--- src/rtl/pc_map_pkg.sv ---
package pc_map_pkg;

   localparam int unsigned NREG   = 6;
   localparam int unsigned NRANGE = 7;

   typedef enum int unsigned {
      RG_LOW  = 0,
      RG_VGA  = 1,
      RG_EXP  = 2,
      RG_BIOS = 3,
      RG_EXT  = 4,
      RG_DEV  = 5
   } region_e;

   // Fixed boundaries, 33 bits wide so that the end of the 4 GiB space fits.
   localparam logic [32:0] LOW_TOP   = 33'h0_000A_0000;
   localparam logic [32:0] VGA_TOP   = 33'h0_000C_0000;
   localparam logic [32:0] EXP_TOP   = 33'h0_000F_0000;
   localparam logic [32:0] BIOS_TOP  = 33'h0_0010_0000;
   localparam logic [32:0] ALIAS_LO  = 33'h0_FFFF_0000;
   localparam logic [32:0] SPACE_TOP = 33'h1_0000_0000;

endpackage

--- src/rtl/pc_range_match.sv ---
module pc_range_match #(
   parameter logic [32:0] LO = 33'h0,
   parameter logic [32:0] HI = 33'h1
) (
   input  logic [31:0] addr,
   output logic        hit
);
   import pc_map_pkg::*;

   logic [32:0] a_ext;
   assign a_ext = {1'b0, addr};

   if (HI <= LO) begin : g_bad_range
      $error("pc_range_match: empty range");
   end

   if (LO == 33'h0) begin : g_from_zero
      assign hit = (a_ext < HI);
   end else if (HI == SPACE_TOP) begin : g_to_top
      assign hit = (a_ext >= LO);
   end else begin : g_window
      assign hit = (a_ext >= LO) && (a_ext < HI);
   end

endmodule

--- src/rtl/pc_region_decode.sv ---
module pc_region_decode #(
   parameter logic [31:0] EXT_BYTES = 32'h00A0_0000,
   parameter logic [31:0] DEV_BASE  = 32'hF000_0000
) (
   input  logic [31:0]                  addr,
   output logic [pc_map_pkg::NREG-1:0]  sel,
   output logic                         unmapped,
   output logic [31:0]                  offset
);
   import pc_map_pkg::*;

   localparam logic [32:0] EXT_LO = BIOS_TOP;
   localparam logic [32:0] EXT_HI = BIOS_TOP + {1'b0, EXT_BYTES};
   localparam logic [32:0] DEV_LO = {1'b0, DEV_BASE};

   function automatic logic [32:0] range_lo(int unsigned i);
      case (i)
         0:       return 33'h0;
         1:       return LOW_TOP;
         2:       return VGA_TOP;
         3:       return EXP_TOP;
         4:       return EXT_LO;
         5:       return DEV_LO;
         default: return ALIAS_LO;
      endcase
   endfunction

   function automatic logic [32:0] range_hi(int unsigned i);
      case (i)
         0:       return LOW_TOP;
         1:       return VGA_TOP;
         2:       return EXP_TOP;
         3:       return BIOS_TOP;
         4:       return EXT_HI;
         5:       return ALIAS_LO;
         default: return SPACE_TOP;
      endcase
   endfunction

   // Range 6 is the top-of-space alias of the firmware ROM.
   function automatic int unsigned range_region(int unsigned i);
      if (i == 6) return RG_BIOS;
      return i;
   endfunction

   logic [NRANGE-1:0] hit;

   for (genvar gi = 0; gi < NRANGE; gi++) begin : g_rng
      pc_range_match #(
         .LO (range_lo(gi)),
         .HI (range_hi(gi))
      ) u_match (
         .addr (addr),
         .hit  (hit[gi])
      );
   end

   logic [31:0] base;

   always_comb begin
      logic [32:0] lo_t;
      sel  = '0;
      base = '0;
      for (int unsigned i = 0; i < NRANGE; i++) begin
         lo_t = range_lo(i);
         if (hit[i]) begin
            sel[range_region(i)] = 1'b1;
            base = base | lo_t[31:0];
         end
      end
   end

   assign unmapped = ~|hit;
   assign offset   = addr - base;

endmodule

--- src/rtl/pc_wr_gate.sv ---
module pc_wr_gate #(
   parameter logic [pc_map_pkg::NREG-1:0] WR_MASK = '1
) (
   input  logic                         valid,
   input  logic                         write,
   input  logic [pc_map_pkg::NREG-1:0]  sel,
   output logic [pc_map_pkg::NREG-1:0]  we
);
   import pc_map_pkg::*;

   for (genvar r = 0; r < NREG; r++) begin : g_we
      if (WR_MASK[r]) begin : g_rw
         assign we[r] = valid & write & sel[r];
      end else begin : g_ro
         assign we[r] = 1'b0;
      end
   end

endmodule

--- src/rtl/pc_rdata_mux.sv ---
module pc_rdata_mux #(
   parameter int unsigned DATA_W = 8
) (
   input  logic [pc_map_pkg::NREG-1:0]         sel,
   input  logic                                unmapped,
   input  logic [pc_map_pkg::NREG*DATA_W-1:0]  region_rdata,
   output logic [DATA_W-1:0]                   rdata
);
   import pc_map_pkg::*;

   logic [DATA_W-1:0] picked;

   always_comb begin
      picked = '0;
      for (int unsigned r = 0; r < NREG; r++) begin
         picked = picked | (region_rdata[r*DATA_W +: DATA_W] & {DATA_W{sel[r]}});
      end
   end

   assign rdata = unmapped ? {DATA_W{1'b1}} : picked;

endmodule

--- src/rtl/pc_addr_router.sv ---
module pc_addr_router #(
   parameter logic [31:0] EXT_BYTES    = 32'h00A0_0000,
   parameter logic [31:0] DEV_BASE     = 32'hF000_0000,
   parameter bit          EXP_WRITABLE = 1'b0,
   parameter bit          REG_OUT      = 1'b1,
   parameter int unsigned DATA_W       = 8
) (
   input  logic                                clk,
   input  logic                                rst_n,
   input  logic                                req_valid,
   input  logic                                req_write,
   input  logic [31:0]                         req_addr,
   input  logic [pc_map_pkg::NREG*DATA_W-1:0]  region_rdata,
   output logic [pc_map_pkg::NREG-1:0]         sel_o,
   output logic                                unmapped_o,
   output logic [31:0]                         offset_o,
   output logic [pc_map_pkg::NREG-1:0]         we_o,
   output logic [DATA_W-1:0]                   rdata_o
);
   import pc_map_pkg::*;

   localparam logic [32:0] EXT_END = BIOS_TOP + {1'b0, EXT_BYTES};
   localparam logic [NREG-1:0] WR_MASK =
      NREG'((1 << RG_LOW) | (1 << RG_VGA) | (1 << RG_EXT) | (1 << RG_DEV) |
            (int'(EXP_WRITABLE) << RG_EXP));

   if (EXT_BYTES == 32'h0) begin : g_chk_ext
      $error("pc_addr_router: EXT_BYTES must be non-zero");
   end
   if (EXT_END > {1'b0, DEV_BASE}) begin : g_chk_overlap
      $error("pc_addr_router: extended RAM overlaps the device window");
   end
   if ({1'b0, DEV_BASE} >= ALIAS_LO) begin : g_chk_dev
      $error("pc_addr_router: DEV_BASE must lie below the ROM alias");
   end
   if (DATA_W == 0) begin : g_chk_dw
      $error("pc_addr_router: DATA_W must be non-zero");
   end

   logic [NREG-1:0] dec_sel;
   logic            dec_unmapped;
   logic [31:0]     dec_offset;
   logic [NREG-1:0] dec_we;

   pc_region_decode #(
      .EXT_BYTES (EXT_BYTES),
      .DEV_BASE  (DEV_BASE)
   ) u_decode (
      .addr     (req_addr),
      .sel      (dec_sel),
      .unmapped (dec_unmapped),
      .offset   (dec_offset)
   );

   pc_wr_gate #(
      .WR_MASK (WR_MASK)
   ) u_wr_gate (
      .valid (req_valid),
      .write (req_write),
      .sel   (dec_sel),
      .we    (dec_we)
   );

   if (REG_OUT) begin : g_reg
      always_ff @(posedge clk or negedge rst_n) begin
         if (!rst_n) begin
            sel_o      <= '0;
            unmapped_o <= 1'b1;
            offset_o   <= '0;
            we_o       <= '0;
         end else begin
            sel_o      <= dec_sel;
            unmapped_o <= dec_unmapped;
            offset_o   <= dec_offset;
            we_o       <= dec_we;
         end
      end
   end else begin : g_comb
      assign sel_o      = rst_n ? dec_sel      : '0;
      assign unmapped_o = rst_n ? dec_unmapped : 1'b1;
      assign offset_o   = rst_n ? dec_offset   : '0;
      assign we_o       = rst_n ? dec_we       : '0;
   end

   pc_rdata_mux #(
      .DATA_W (DATA_W)
   ) u_rmux (
      .sel          (sel_o),
      .unmapped     (unmapped_o),
      .region_rdata (region_rdata),
      .rdata        (rdata_o)
   );

endmodule

--- config.mk ---
export PLATFORM = sky130hd
export DESIGN_NAME = pc_addr_router
export DESIGN_NICKNAME = d
export VERILOG_FILES = /design/src/rtl/pc_map_pkg.sv /design/src/rtl/pc_range_match.sv /design/src/rtl/pc_region_decode.sv /design/src/rtl/pc_wr_gate.sv /design/src/rtl/pc_rdata_mux.sv /design/src/rtl/pc_addr_router.sv
export SDC_FILE = /design/constraint.sdc
export NUM_CORES = 1
export LEC_CHECK = 0
export ABC_CLOCK_PERIOD_IN_PS = 1400
export CORE_MARGIN = 1.5
export CORE_UTILIZATION = 38
export DETAILED_ROUTE_END_ITERATION = 7
export GPL_TIMING_DRIVEN = 0
export PLACE_DENSITY = 0.81
export SETUP_SLACK_MARGIN = 0.5
export SYNTH_ARGS = -nofsm -noshare
export SYNTH_HDL_FRONTEND = slang
export SYNTH_SLANG_ARGS = --single-unit
--- constraint.sdc ---
create_clock -name clk -period 1.4 [get_ports clk]
set_input_delay 0.21 -clock clk [delete_from_list [all_inputs] [get_ports clk]]
set_output_delay 0.21 -clock clk [all_outputs]
set_load 0.02 [all_outputs]
# Word-level counts from Yosys, hierarchy flattened
# Cells that the tools add are included.
# W data, S select, Z words.
# word_totals
in_bits	84
wordCells	63
output_inout_bits	53
ff_bits	43
# classes
addsub	1
n_bitwise	17
n_reduce_logical	8
magnitude_cmp	14
muxes	19
# ops
cell	n
$ge A32 B20 Y1 const B	3
$lt A32 B20 Y1 const B	3
$mux W32	3
$ge A32 B32 Y1 const B	2
$mux W20	3
$and A8 B8 Y8	6
$or A8 B8 Y8	5
$ge A32 B1 Y1 const B	1
$ge A32 B21 Y1 const B	1
$lt A32 B21 Y1 const B	1
$lt A32 B24 Y1 const B	1
$lt A32 B32 Y1 const B	1
$lt A32 B4 Y1 const B	1
$sub A32 B32 Y32	1
$mux W21	1
$mux W1	8
$mux W8	1
$reduce_or A7 Y1	1
$logic_and A1 B1 Y1	6
$mux W6	1
$or A6 B6 Y6	1
$and A1 B1 Y1	5
$demux W1 S3	1
$mux W3	1
$logic_not A1 Y1	1

# Logic depth before layout (Yosys ltp)
# Gate-level depths: netlist of run 1.
# logic_depth
ltp_word	11
depth_mapped	13
depth_no_buf	13

# Cells and area by module
# From an unflattened synthesis of run 1, not the netlist that was laid out.
# hier_totals
hier_cells	284
hier_area_um2	2847.7
# by_module_without_submodules
module	n_inst	area_per_inst_um2	cells_each	seq_area_each_um2
pc_region_decode	1	1131.1	157	0.0
pc_addr_router	1	1127.3	45	1127.3
pc_rdata_mux	1	274.0	39	0.0
pc_range_match (u_decode.g_rng[2].u_match ...)	2	38.8	5	0.0
pc_range_match (u_decode.g_rng[3].u_match)	1	46.3	5	0.0
pc_range_match (u_decode.g_rng[1].u_match)	1	43.8	5	0.0
pc_wr_gate	1	43.8	7	0.0
pc_range_match (u_decode.g_rng[6].u_match)	1	37.5	5	0.0
pc_range_match (u_decode.g_rng[5].u_match)	1	33.8	6	0.0
pc_range_match (u_decode.g_rng[0].u_match)	1	32.5	5	0.0

# Worst setup path before layout of run 1
# OpenSTA, ideal clock, no wires.
# synth_timing
kind	input to register
from	input port req_addr[28]
to	register offset_o[28]
t_arrival_ps	2652
required_ps	1261
path_buffers	0
slack_ps	-1391
stages	12
setup_ps	139
cell_sequence	nand4_2 -> nor4_2 -> inv_1 -> o21ai_1 -> ha_1 -> inv_1 -> fa_1 -> a211oi_1 -> o21bai_1 -> o221ai_2 -> mux2i_1 -> a221oi_2
# synth_via
elab_chain_len	9
word_cells_on_any_way	23
cone_classes	1 x add/sub; 11 x order compare; 6 x mux; 5 x reduce/logical
# synth_rtl
item	line	source
start: declaration	pc_addr_router.sv:12	input logic [31:0] req_addr,
$ge A32 B20 Y1 / $lt A32 B20 Y1 (equally long branches)	pc_range_match.sv:22	assign hit = (a_ext >= LO) && (a_ext < HI);
$logic_and A1 B1 Y1	pc_range_match.sv:22	
$mux W20 (3 in series)	pc_region_decode.sv:66	if (hit[i]) begin
$mux W21	pc_region_decode.sv:66	
$mux W32 (2 in series)	pc_region_decode.sv:66	
$sub A32 B32 Y32 *	pc_region_decode.sv:74	assign offset = addr - base;
via dec_offset[28]	pc_addr_router.sv:42	logic [31:0] dec_offset;
end signal: assignment	pc_addr_router.sv:74	offset_o <= dec_offset;
end: declaration	pc_addr_router.sv:16	output logic [31:0] offset_o,
# Mark *: on every way through the listed nets, which the timed path passes. The rest lies on a longest branch.

# Worst setup path after layout of run 1
# layout_timing
from	input port req_addr[23]
to	register offset_o[28]
# The elaborated chain is that of the path after synthesis.

==> results of run 1 <==
[what timing repair did]
item	4_1_cts	5_1_grt
gates resized for setup	401	30
pin swaps	24	20
setup buffers	20	7
endpoints found under the hold margin	11	0
endpoints found under the setup margin	78	86
hold buffers	2	0
[worst max-delay path, delay by kind of cell]
kind	cells	cell delay, ns
AO/OA/AOI/OAI	5	0.86
AND/OR/NAND/NOR	3	0.74
adder cells (fa/ha/maj)	1	0.37
buffers and inverters	3	0.36
multiplexers	1	0.26
[registers in the layout, indices dropped and copies added, names as in the netlist]
| signal | cells |
|---|---|
| unmapped_o | 1 |
| we_o | 4 |
| sel_o | 6 |
| offset_o | 32 |
[power by group]
group / switching [mW] / internal, mW
Clock: 0.471 / 0.587
Sequential: 0.0396 / 1.32
Combinational: 0.435 / 0.515
Total: 0.945 / 2.42
[cell usage after synthesis, drive strengths merged (2+ instances only)]
cell / count
a21o: 9
a21oi: 19
a222oi: 8
a22oi: 8
a31oi: 2
and3: 2
buf: 4
clkbuf: 6
dfrtp: 42
ha: 15
inv: 6
mux2i: 2
nand2: 11
nand2b: 2
nand3: 14
nand4: 5
nor2: 5
nor2b: 3
nor3: 6
nor4: 5
o21a: 4
o21ai: 10
o21bai: 3
xnor2: 4
xor2: 10
[layout by cell type, fill, tap and decap left out, types with 3 or more instances in the layout]
master	synthesis	final
clkdlybuf4s50_1	0	66
o21ai_0	8	4
buf_6	0	58
a22oi_1	8	8
buf_8	0	3
a222oi_1	8	8
o21a_1	4	4
nor4_4	1	5
dfrtp_1	42	39
nand2_2	0	3
inv_2	0	3
xor2_1	10	10
o21ai_2	0	4
nand2_1	11	8
nand4_1	4	4
a21oi_2	0	4
xnor2_1	4	4
nand3_1	13	12
ha_1	15	14
inv_1	6	3
a21oi_1	19	15
buf_2	0	15
dfrtp_2	0	3
clkbuf_8	0	8
buf_4	2	23
nor3_4	0	3
a21o_1	9	9
[kinds of logic after synthesis]
kind of cell / after synthesis / share of synthesized area, %
compound gates: 69 / 20.8
xor+xnor: 14 / 5.29
fa+ha+maj: 16 / 8.96
buf+inv: 16 / 2.92
flops: 43 / 46.5
mux: 2 / 0.864
other cells: 1 / 0.162
simple gates: 57 / 14.5
[through the flow]
stage          std cells  instance area [µm²]  hold slack (ns)
6_report             466                 4390           0.0871
4_1_cts              459                 4230           0.0991
3_5_place_dp         429                 3840            0.128
5_1_grt              466                 4390           0.0965
3_3_place_gp         428                 3820            0.656
2_1_floorplan        219                 2390          -0.0856
[per-layer routing]
metal / global-route usage, % / share of wire, % / vias up
li1: - / - / 1164
met1: 23.4 / 35 / 1231
met2: 47.3 / 55 / 120
met3: 6.07 / 7.4 / 24
met4: 9.31 / 2.8 / 0
met5: 0 / 0 / -
[cell type report]
class	count	area, µm²	share of cell area [%]
Timing Repair Buffer	164	1620	37.0
Multi-Input combinational cell	160	1380	31.4
Sequential cell	43	1080	24.6
Tap cell	75	93.8	2.14
Clock buffer	6	82.6	1.88
Buffer	10	70.1	1.60
Clock inverter	2	38.8	0.883
Inverter	6	22.5	0.513
[path summary, 6_finish.rpt]
| kind | start | end |
|---|---|---|
| worst max-delay path | req_addr[23] | offset_o[28]$_DFF_PN0_ |
| worst min-delay path | rst_n | offset_o[21]$_DFF_PN0_ |
| max in group asynchronous | rst_n | unmapped_o$_DFF_PN1_ |
| min in group clk | req_addr[16] | sel_o[2]$_DFF_PN0_ |
==> flow_summary.json, run 1 <==
{
  "tightest_slew_ns": 0.578,
  "max_freq_ghz": 0.381,
  "drtIter0Drc": 151,
  "dieArea_mm2": 0.00658,
  "violations": "negative setup slack",
  "post-dp-hpwl_mm": 5.70,
  "slowest_stage": "or4_4",
  "hold_viol": 0,
  "p_leak_nw": 1.91,
  "ys_seq_area_share_pct": 46.5,
  "path_max_fanout": 4,
  "area_growth_pct": 89.5,
  "rsz0062_at_grt": "yes",
  "cts_sinks": 43,
  "period_needed_ns": 2.62,
  "end_kind": "register",
  "io_buffer_count": 134,
  "slew_violations": 0,
  "cts_root_buf": "clkbuf_8",
  "first_pass_iters": 6,
  "async_flop_share_pct": 100,
  "grt_max_degree": 33,
  "maxCapViolCount": 0,
  "floorplan.rows": 28,
  "fp.dieW_um": 81.1,
  "fillers": 422,
  "p_per_area_mw_per_mm2": 767,
  "synth_top_area_share_pct": 45.4,
  "yosys-top-cells-area": "dfrtp_1 (45%), ha_1 (8.1%), a21oi_1 (4.1%)",
  "place_congestion": 0.928,
  "core_mm2": 0.00592,
  "route.detailed.drc": 0,
  "crit_top_cell": "buf_6",
  "vias_per_cell": 5.45,
  "fin_nets": 490,
  "synth_cell_type_count": 45,
  "status": "finished, violations left",
  "synth-main-ff-cell": "dfrtp_1",
  "antenna_found_initial": 0,
  "setup_slack_ns": -1.22,
  "timing.slew.headroom_pct": 61.5,
  "required_ns": 1.58,
  "cp_slowest_stage_delay_ns": 0.55,
  "synth-seq-cells": 43,
  "routed_wl_mm": 8.31,
  "diodes": 0,
  "cp.arrival_ns": 2.80,
  "initial_core_util_pct": 39.1,
  "io-pin-count": 137,
  "startpoint_type": "input pin",
  "cts_tree": "yes",
  "grt_pass1_vias": 2520,
  "path_clk_slew_ns": 0.09,
  "grt_pass1_wl_mm": 11.8,
  "fin_crit_sh_pct": 187,
  "syn_inst": 218,
  "synth.largest_area_cell": "dfrtp_1",
  "overflow": 0,
  "drive_gt1_share_pct": 40.2,
  "grt.total_usage_pct": 23.9,
  "cts_made_buffers": 5,
  "ir_worst_vdd_v": 0.000702,
  "fp.dieH_um": 81.1,
  "ant_nets": 0,
  "post-route-util_pct": 74.2,
  "crit_chain": "buf_8 > or4_4 > nor2_4 > buf_6 > nand3_4 > o21a_1 > buf_6 > fa_2 > a211oi_2 > o21bai_2 > o221ai_2 > mux2i_1 > a221oi_2",
  "cts_max_path_buffers": 2,
  "synth-edff-count": 0,
  "htreeDepth": 2,
  "hold_path.class": "in2async",
  "tns_ns": -16.67,
  "setup-violations-final": 23,
  "pre_cts_ws_ns": -2.09,
  "synth_area_per_cell_um2": 10.6,
  "routedWlPerCell_um": 17.8,
  "synth_area_mm2": 0.00232,
  "p_total_mw": 3.37,
  "critPathKind": "in2reg",
  "via_count": 2539,
  "synth_warnings": 0
}
No activity file was read; power rests on OpenSTA's default activity.
==> run 2: changes to the inputs <==
--- a/config.mk
+++ b/config.mk
@@ -12,6 +12,7 @@
 export GPL_TIMING_DRIVEN = 0
 export PLACE_DENSITY = 0.81
 export SETUP_SLACK_MARGIN = 0.5
+export SLEW_MARGIN = 30
 export SYNTH_ARGS = -nofsm -noshare
 export SYNTH_HDL_FRONTEND = slang
 export SYNTH_SLANG_ARGS = --single-unit
==> run 2 against run 1 <==
Against the previous run: the run ends with negative hold slack, negative setup slack left; final area is 0.28% higher; setup slack better by 0.037 ns; clock power down 5%; combinational power rose by 0.6%; power fell by 1.2%.
==> flow_summary.json, run 2 (same netlist as run 1, synthesis figures left out) <==
{
  "end_kind": "register",
  "via_count": 2555,
  "vias_per_cell": 5.46,
  "hold_viol": 14,
  "layout.cells.non_filler": 468,
  "holdWs_ns": -0.181,
  "cp-endpoint": "offset_o[28]$_DFF_PN0_",
  "io-pin-count": 137,
  "grt.total_usage_pct": 24.2,
  "status": "finished, violations left",
  "clkPwrFrac_pct": 30.4,
  "routed_wl_mm": 8.71,
  "crit_start": "req_addr[22]",
  "reg_top3": "offset_o (32), sel_o (6), we_o (4)",
  "largest_register_ffs": 32,
  "startpoint_type": "input pin",
  "dp_cells": 429,
  "route.detailed.drc": 0,
  "violations": "negative hold slack, negative setup slack",
  "initial_core_util_pct": 39.1,
  "cts_max_path_buffers": 2,
  "grt_pass1_wl_mm": 11.9,
  "post-route-util_pct": 74.4,
  "p_per_area_mw_per_mm2": 756,
  "path_max_fanout": 3,
  "cts_made_buffers": 5,
  "area_growth_pct": 90.1,
  "core_mm2": 0.00592,
  "critPathKind": "in2reg",
  "seqPwrFrac_pct": 40.9,
  "cts_sinks": 43,
  "grt_max_degree": 30,
  "antenna_found_initial": 0,
  "cts_root_buf": "clkbuf_8",
  "fp.dieW_um": 81.1,
  "drive_gt1_share_pct": 41.0,
  "p_total_mw": 3.33,
  "max_freq_ghz": 0.387,
  "place_congestion": 0.928,
  "crit_chain": "buf_8 > or4_4 > nor2_4 > buf_6 > nand3_4 > o21a_1 > buf_6 > fa_2 > a211oi_2 > o21bai_2 > o221ai_2 > mux2i_1 > a221oi_2",
  "crit_family": "compound AO/OA/AOI/OAI gates",
  "dieArea_mm2": 0.00658,
  "p_sw_mw": 0.955,
  "final_common_cell": "clkdlybuf4s50_1",
  "worstPathBufferInverterCount": 3,
  "io_buffer_count": 134,
  "hold_path.class": "in2async",
  "ir_worst_vdd_v": 0.000692,
  "cp_slowest_stage_delay_ns": 0.54,
  "first_pass_iters": 5,
  "rsz0062_at_grt": "yes",
  "slew_violations": 0,
  "final_area_mm2": 0.00440,
  "diodes": 0,
  "ant_nets": 0,
  "mostFrequentLayoutCells": "clkdlybuf4s50_1 (66), buf_6 (55), dfrtp_1 (39)",
  "drtIter0Drc": 103,
  "fp.dieH_um": 81.1,
  "required_ns": 1.58,
  "comb_power_share_pct": 28.7,
  "grt_pass1_vias": 2572,
  "setup_slack_ns": -1.19,
  "crit_top_cell": "buf_6",
  "cp_num_cells": 13,
  "slowest_stage": "or4_4",
  "place_area_mm2": 0.00384,
  "post-dp-hpwl_mm": 5.72,
  "floorplan.rows": 28,
  "fin_nets": 492,
  "maxCapViolCount": 0,
  "period_needed_ns": 2.59,
  "htreeDepth": 2,
  "p_leak_nw": 1.90,
  "routedWlPerCell_um": 18.6,
  "cts_tree": "yes",
  "setup-violations-final": 23,
  "intPower_mw": 2.38,
  "path_clk_slew_ns": 0.09,
  "cp.arrival_ns": 2.76,
  "fin_crit_sh_pct": 185,
  "overflow": 0,
  "swShare_pct": 28.7,
  "top_register": "offset_o"
}
-- run 2: through the flow --
| stage | hold WS [ns] | setup slack (ns) | setup TNS (ns) |
|---|---|---|---|
| finish | -0.181 | -1.19 | -16.84 |
| global route | -0.162 | -1.26 | -18.24 |
| CTS | -0.175 | -1.14 | -15.85 |
| detailed placement | 0.159 | -2.11 | -34.85 |
| global placement | 0.656 | -2.04 | -74.38 |
| floorplan | -0.0856 | -1.21 | -13.96 |
-- run 2: layer usage --
metal / part of all wire (%) / global-route usage [%] / wire length [µm] / vias to the layer above
met1: 35 / 22.1 / 3010 / 1267
met5: 0 / 0 / 0 / -
met2: 55 / 49.6 / 4810 / 101
met3: 6.9 / 6.07 / 600 / 22
li1: - / - / - / 1165
met4: 3.3 / 9.83 / 289 / 0
-- run 2: worst min path at each step --
stage                             from                endpoint  slack [ns]
after detailed placement         rst_n  offset_o[18]$_DFF_PN0_        0.16
final                            rst_n       we_o[1]$_DFF_PN0_       -0.18
after global placement    req_addr[13]  offset_o[13]$_DFF_PN0_        0.66
after floorplan                  rst_n   offset_o[0]$_DFF_PN0_       -0.09
after global routing             rst_n  offset_o[27]$_DFF_PN0_       -0.16
after CTS                        rst_n  offset_o[27]$_DFF_PN0_       -0.17
-- run 2: timing repair --
item                                    in CTS  in global routing
setup buffers                               19                 12
endpoints found under the setup margin      78                 78
resized for setup                          392                 48
endpoints found under the hold margin       14                 14
pin swaps                                   24                 23
cloned                                       0                  0
-- run 2: cell type report --
type                       instances  area [µm²]
tap                               75        93.8
multi-input combinational        160        1390
clock buffer                       5        68.8
buffer                            10        70.1
timing repair buffer             166        1630
fill                             404        1520
clock inverter                     3        46.3
sequential                        43        1080
inverter                           6        22.5
-- run 2: power by group through the flow --
stage                     Combinational [mW]  Clock, mW  Sequential, mW
after CTS                              0.900       1.03            1.36
after global routing                    1.01       1.07            1.37
final                                  0.955       1.01            1.36
after global placement                 0.847          0            1.37
after detailed placement               0.868          0            1.37
after floorplan                        0.241          0            1.48
